<file path="src/rtl/ahc_pkg.sv">
package ahc_pkg;
  localparam int unsigned     CRC_W      = 32;
  localparam logic [31:0]     CRC32_POLY = 32'hEDB88320;
  localparam logic [31:0]     CRC32_INIT = 32'hFFFFFFFF;
  localparam int unsigned     ADDR_BYTES = 6;

  typedef struct packed {
    logic dst;
    logic src;
  } ahc_cap_t;
endpackage

</file>
<file path="src/rtl/ahc_ctrl.sv">
module ahc_ctrl
  import ahc_pkg::*;
#(
  parameter int unsigned DA_BYTES = 6,
  parameter int unsigned SA_BYTES = 6
) (
  input  logic     clk,
  input  logic     rst,
  input  logic     sof_i,
  input  logic     vld_i,
  output logic     accept_o,
  output ahc_cap_t cap_o,
  output logic     done_o
);
  localparam int unsigned TOTAL = DA_BYTES + SA_BYTES;
  localparam int unsigned CNT_W = $clog2(TOTAL + 1);
  localparam logic [CNT_W-1:0] LAST_DA = CNT_W'(DA_BYTES - 1);
  localparam logic [CNT_W-1:0] LAST_SA = CNT_W'(TOTAL - 1);
  localparam logic [CNT_W-1:0] CNT_END = CNT_W'(TOTAL);

  logic [CNT_W-1:0] cnt_q, base, cnt_d;

  // Counter sits at CNT_END when idle or frozen; a frame start rebases it.
  always_comb begin
    base     = sof_i ? '0 : cnt_q;
    accept_o = vld_i && (base < CNT_END);
    cnt_d    = accept_o ? base + 1'b1 : base;
    cap_o.dst = accept_o && (base == LAST_DA);
    cap_o.src = accept_o && (base == LAST_SA);
  end

  always_ff @(posedge clk) begin
    if (rst) cnt_q <= CNT_END;
    else     cnt_q <= cnt_d;
  end

  assign done_o = (cnt_q == CNT_END);

  p_cnt_limit_r6: assert property (@(posedge clk) disable iff (rst)
    cnt_q <= CNT_END);
  p_one_capture_r4: assert property (@(posedge clk) disable iff (rst)
    $onehot0({cap_o.dst, cap_o.src}));
  p_idle_ignore_r10: assert property (@(posedge clk) disable iff (rst)
    (done_o && !sof_i) |-> !accept_o);
endmodule

</file>
<file path="src/rtl/ahc_crc.sv">
module ahc_crc #(
  parameter int unsigned      CRC_W  = 32,
  parameter int unsigned      DATA_W = 8,
  parameter logic [CRC_W-1:0] POLY   = 32'hEDB88320,
  parameter logic [CRC_W-1:0] INIT   = 32'hFFFFFFFF
) (
  input  logic              clk,
  input  logic              rst,
  input  logic              restart_i,
  input  logic              accept_i,
  input  logic [DATA_W-1:0] data_i,
  output logic [CRC_W-1:0]  crc_next_o
);
  logic [CRC_W-1:0] crc_q;
  logic [CRC_W-1:0] seed;
  logic [CRC_W-1:0] stage [DATA_W+1];

  assign seed     = restart_i ? INIT : crc_q;
  assign stage[0] = seed;

  // One shift-and-reduce step per data bit, least significant bit first.
  for (genvar b = 0; b < DATA_W; b++) begin : g_bit
    logic fb;
    assign fb = stage[b][0] ^ data_i[b];
    assign stage[b+1] = (stage[b] >> 1) ^ (fb ? POLY : '0);
  end

  assign crc_next_o = accept_i ? stage[DATA_W] : seed;

  always_ff @(posedge clk) begin
    if (rst) crc_q <= INIT;
    else     crc_q <= crc_next_o;
  end

  p_freeze_r9: assert property (@(posedge clk) disable iff (rst)
    (!restart_i && !accept_i) |=> $stable(crc_q));
  p_reload_r3: assert property (@(posedge clk) disable iff (rst)
    (restart_i && !accept_i) |=> (crc_q == INIT));
endmodule

</file>
<file path="src/rtl/ahc_capture.sv">
module ahc_capture #(
  parameter int unsigned W = 32
) (
  input  logic         clk,
  input  logic         rst,
  input  logic         clear_i,
  input  logic         load_i,
  input  logic [W-1:0] val_i,
  output logic [W-1:0] val_o,
  output logic         vld_o
);
  always_ff @(posedge clk) begin
    if (rst) begin
      val_o <= '0;
      vld_o <= 1'b0;
    end else begin
      if (load_i) val_o <= val_i;
      if (load_i)       vld_o <= 1'b1;
      else if (clear_i) vld_o <= 1'b0;
    end
  end

  p_clear_r7: assert property (@(posedge clk) disable iff (rst)
    (clear_i && !load_i) |=> !vld_o);
  p_hold_r8: assert property (@(posedge clk) disable iff (rst)
    !load_i |=> $stable(val_o));
endmodule

</file>
<file path="src/rtl/addr_hash_crc.sv">
module addr_hash_crc
  import ahc_pkg::*;
#(
  parameter int unsigned DA_BYTES = ADDR_BYTES,
  parameter int unsigned SA_BYTES = ADDR_BYTES,
  parameter int unsigned HASH_W   = CRC_W
) (
  input  logic              clk,
  input  logic              rst,
  input  logic              frm_start,
  input  logic              byte_en,
  input  logic [7:0]        byte_in,
  output logic [HASH_W-1:0] dst_hash,
  output logic              dst_hash_vld,
  output logic [HASH_W-1:0] src_hash,
  output logic              src_hash_vld
);
  localparam int unsigned N_CAP = 2;

  logic             accept, done;
  ahc_cap_t         cap;
  logic [HASH_W-1:0] crc_next;
  logic [N_CAP-1:0] load_v, vld_v;
  logic [HASH_W-1:0] hash_v [N_CAP];

  ahc_ctrl #(.DA_BYTES(DA_BYTES), .SA_BYTES(SA_BYTES)) i_ctrl (
    .clk(clk), .rst(rst), .sof_i(frm_start), .vld_i(byte_en),
    .accept_o(accept), .cap_o(cap), .done_o(done)
  );

  ahc_crc #(.CRC_W(HASH_W), .DATA_W(8),
            .POLY(HASH_W'(CRC32_POLY)), .INIT(HASH_W'(CRC32_INIT))) i_crc (
    .clk(clk), .rst(rst), .restart_i(frm_start), .accept_i(accept),
    .data_i(byte_in), .crc_next_o(crc_next)
  );

  assign load_v = {cap.src, cap.dst};

  for (genvar g = 0; g < N_CAP; g++) begin : g_cap
    ahc_capture #(.W(HASH_W)) i_cap (
      .clk(clk), .rst(rst), .clear_i(frm_start), .load_i(load_v[g]),
      .val_i(crc_next), .val_o(hash_v[g]), .vld_o(vld_v[g])
    );
  end

  assign dst_hash     = hash_v[0];
  assign dst_hash_vld = vld_v[0];
  assign src_hash     = hash_v[1];
  assign src_hash_vld = vld_v[1];

  p_src_after_dst_r5: assert property (@(posedge clk) disable iff (rst)
    $rose(src_hash_vld) |-> dst_hash_vld);
  p_frozen_hold_r6: assert property (@(posedge clk) disable iff (rst)
    (done && !frm_start) |=> ($stable(dst_hash) && $stable(src_hash)
                              && $stable(dst_hash_vld) && $stable(src_hash_vld)));
endmodule

</file>
<file path="config.mk">
export PLATFORM = sky130hd
export DESIGN_NAME = addr_hash_crc
export DESIGN_NICKNAME = d
export VERILOG_FILES = /design/src/rtl/ahc_pkg.sv /design/src/rtl/ahc_ctrl.sv /design/src/rtl/ahc_crc.sv /design/src/rtl/ahc_capture.sv /design/src/rtl/addr_hash_crc.sv
export SDC_FILE = /design/constraint.sdc
export NUM_CORES = 1
export LEC_CHECK = 0
export CAP_MARGIN = 30
export CORE_ASPECT_RATIO = 1.1
export CORE_MARGIN = 2
export CORE_UTILIZATION = 59
export CTS_BUF_LIST = sky130_fd_sc_hd__clkbuf_16
export CTS_CLUSTER_DIAMETER = 50
export CTS_CLUSTER_SIZE = 28
export DETAILED_ROUTE_END_ITERATION = 10
export PLACE_DENSITY = 0.86
export SYNTH_ARGS = -nofsm -noshare
export SYNTH_HDL_FRONTEND = slang
export SYNTH_SLANG_ARGS = --single-unit
</file>
<file path="constraint.sdc">
create_clock -name clk -period 8.9 [get_ports clk]
set_clock_uncertainty 0.05 [all_clocks]
set_input_delay 2.67 -clock clk [delete_from_list [all_inputs] [get_ports clk]]
set_output_delay 2.67 -clock clk [all_outputs]
set_load 0.02 [all_outputs]
</file>
==> results.md <==
- Pre-CTS setup slack: 3.30 ns
- Post-CTS Setup Bufs: 0
- PnR Total Power: 1.22 mW
- Number of remaining DRC errors: 0
- Dpl cells: 788
- Drt total wl: 15.9 mm
- Area contributors post-synth: dfxtp_1 (38%), xnor3_1 (8.0%), nand2_1 (6.9%), a21oi_1 (6.1%), xnor2_1 (4.9%)
- Max-slew violations: 0
- Final setup fails: 0
- Gpl congestion: 0.931
- Setup TNS: 0 ns
- Post-route core utilization: 0.730
- Worst R2R Start: i_crc.crc_q[3]
- Hold Buf Count CTS: 0
- Reg2reg end: i_crc.crc_q[20]
- Number of global-route vias before repair: 4839
- Largest net degree at the start of global routing: 82
- Relative slew slack: 0.491
- Routed length per instance: 19.7 um
- Post-synth top area share: 0.381
- Final worst-path cycle share: 0.623
- Critical path required time: 9.04 ns
- Worst vdd ir: 0.000110 V
- Post-CTS Resized: 0
- RSZ-0062 raised after global routing: no
- Synth Warn #: 0
- Hold_ws: 0.404 ns
- Post-Syn Area per Cell: 8.36 um2
- IO Pins: 78
- Synth Register Bits: 102
- Post-Syn Area: 5360 um2
- Die area: 9860 um2
- Hold Crit Start: g_cap[0].i_cap.val_o[9]
- Pleak: 2.40 nW
- Worst-margin pin slew: 0.763 ns
- Layout area overhead: 20.2%
- Mapped Cells: 641
- Synth unique cells: 56
- Root Driver: clkbuf_16
- Min Tclk post-route: 5.55 ns
- Commonest non-fill, non-tap cells in the layout: dfxtp_1 (102), nand2_1 (99), clkdlybuf4s50_1 (75), a21oi_1 (65), nor2_1 (62)
- Starting DRT DRC Count: 630
- Die Width: 94.9 um
- Pwr/cell area: 189 nW/um2
- Final nets: 699
- Antenna diode count: 0
- Syn_nets: 655
- Fraction of layout cells with a size suffix above 1: 0.0652
- Core footprint: 8830 um2
- Fmax: 180 MHz
- Hold Path Class: flip-flop to flip-flop
- Clock sink count: 102
- R2r setup slk: 5.84 ns
- Post-Place Cell Area: 6140 um2
- GRT Residual Overflow: 0
- Clk_lat worst skew: 0.34 ns
- Nature of the critical path endpoint: flip-flop
- Post-synth top area cell: dfxtp_1
- M1 WL: 6.37 mm
- Initial antenna violation count: 0
- H-tree levels: 3
- DR vias: 5067
- Antenna viol nets, final: 0
- Die height: 104 um
- Total GRT Usage: 0.327
- Final instance area: 6440 um2
- DRT Pass-1 Iters: 6
- CTS tree: done
- Worst-path clk slew: 0.07 ns
- Final WS setup: 3.35 ns
- Num rows: 36
- Register area share after synthesis: 0.381
- Outcome: finished, final reports clean
- Met3 routed WL: 1.51 mm
- Top Layer Used: met4
- Port Buffers: 77
- Post-synth EDFFs: 0
- R2R depth: 6
- Hold path cells: 2
- Max clock buf depth: 2
- Max Cap Viol: 0
- Async SR Flop Fraction: 0
- Critical path data arrival time: 5.69 ns
- Met2 WL post-DR: 7.27 mm
- Post-detail-place hpwl: 11.1 mm
- Commonest non-fill, non-tap cell in the layout: dfxtp_1
- Hold Fails Final Rpt: 0
- First-pass GRT wire length: 25.2 mm
- Worst setup path category: input pin to flip-flop
- Hold Path End: g_cap[0].i_cap.val_o[9]
- TritonCTS Buffers: 9
- Maximum net fanout on the critical path: 7
- Vias per Instance: 6.30
- Initial Utilization: 0.607
- Non-Filler Instances: 804
- Post-synth top flop: dfxtp_1
- Worst setup SP type: input pin
==> synthesized netlist by cell type (4+ instances only) <==
library cell / count
dfxtp_1: 102
nand2_1: 99
a21oi_1: 65
nor2_1: 62
o21ai_0: 39
clkbuf_1: 38
xnor2_1: 30
xnor3_1: 19
nor3_1: 17
o22ai_1: 15
a211oi_1: 12
or3_1: 12
xor2_1: 10
buf_2: 9
inv_1: 9
or2_2: 9
nand3_1: 8
a31oi_1: 6
and2_1: 5
nor2b_1: 5
o21a_1: 5
or4_1: 5
o31ai_1: 4
o32a_1: 4
==> state kept, by name, indices dropped and copies added (netlist names) <==
register	flops
g_cap.i_cap.val_o	64
g_cap.i_cap.vld_o	2
i_crc.crc_q	32
i_ctrl.cnt_q	4
==> logic make-up after synthesis <==
logic type / count (synthesis) / share of synthesized area
AO/OA/AOI/OAI: 174 / 0.196
multiplexers: 2 / 0.00420
adder cells (fa/ha/maj): 2 / 0.00467
buffers and inverters: 62 / 0.0497
AND/OR/NAND/NOR: 235 / 0.201
flip-flops: 102 / 0.381
XOR/XNOR: 64 / 0.163
==> worst max path at each step <==
stage,start,depth (start not counted),slack [ns],end
after floorplan,frm_start,10,3.91,g_cap[1].i_cap.val_o[4]
after global placement,byte_en,5,3.34,g_cap[0].i_cap.val_o[4]
after detailed placement,byte_in[0],7,3.30,i_crc.crc_q[20]
after CTS,byte_in[0],7,3.43,i_crc.crc_q[20]
after global routing,byte_in[0],7,3.30,i_crc.crc_q[20]
final,byte_in[0],7,3.35,i_crc.crc_q[20]
==> critical path, cell delays in order <==
cell and delay [ns]:
clkdlybuf4s50_1 0.62, xnor2_1 0.52, nor3_1 0.14, a211oi_1 0.53, o22ai_1 0.30, a2111oi_0 0.70, o21ai_1 0.20
==> routing by layer <==
metal  GRT usage  vias up
met5           0        -
met4       0.145        0
met3      0.0565       71
met2       0.497      320
met1       0.454     2360
li1            -     2316
==> report_power, final <==
group	leakage, nW	switching (mW)	internal, mW	total, mW
Clock	0.146	0.177	0.219	0.396
Sequential	0.829	0.0236	0.476	0.500
Combinational	1.42	0.182	0.140	0.322
Total	2.40	0.382	0.836	1.22
==> final cells by class <==
cell class,instances,area (um2)
fillers,658,2390
flip-flops and latches,102,2040
clock buffers,9,225
multi-input cells,477,3050
clock inverters,7,71.3
inverters,9,33.8
repair buffers,86,876
well taps,114,143
(Power assumes the default switching activity.)
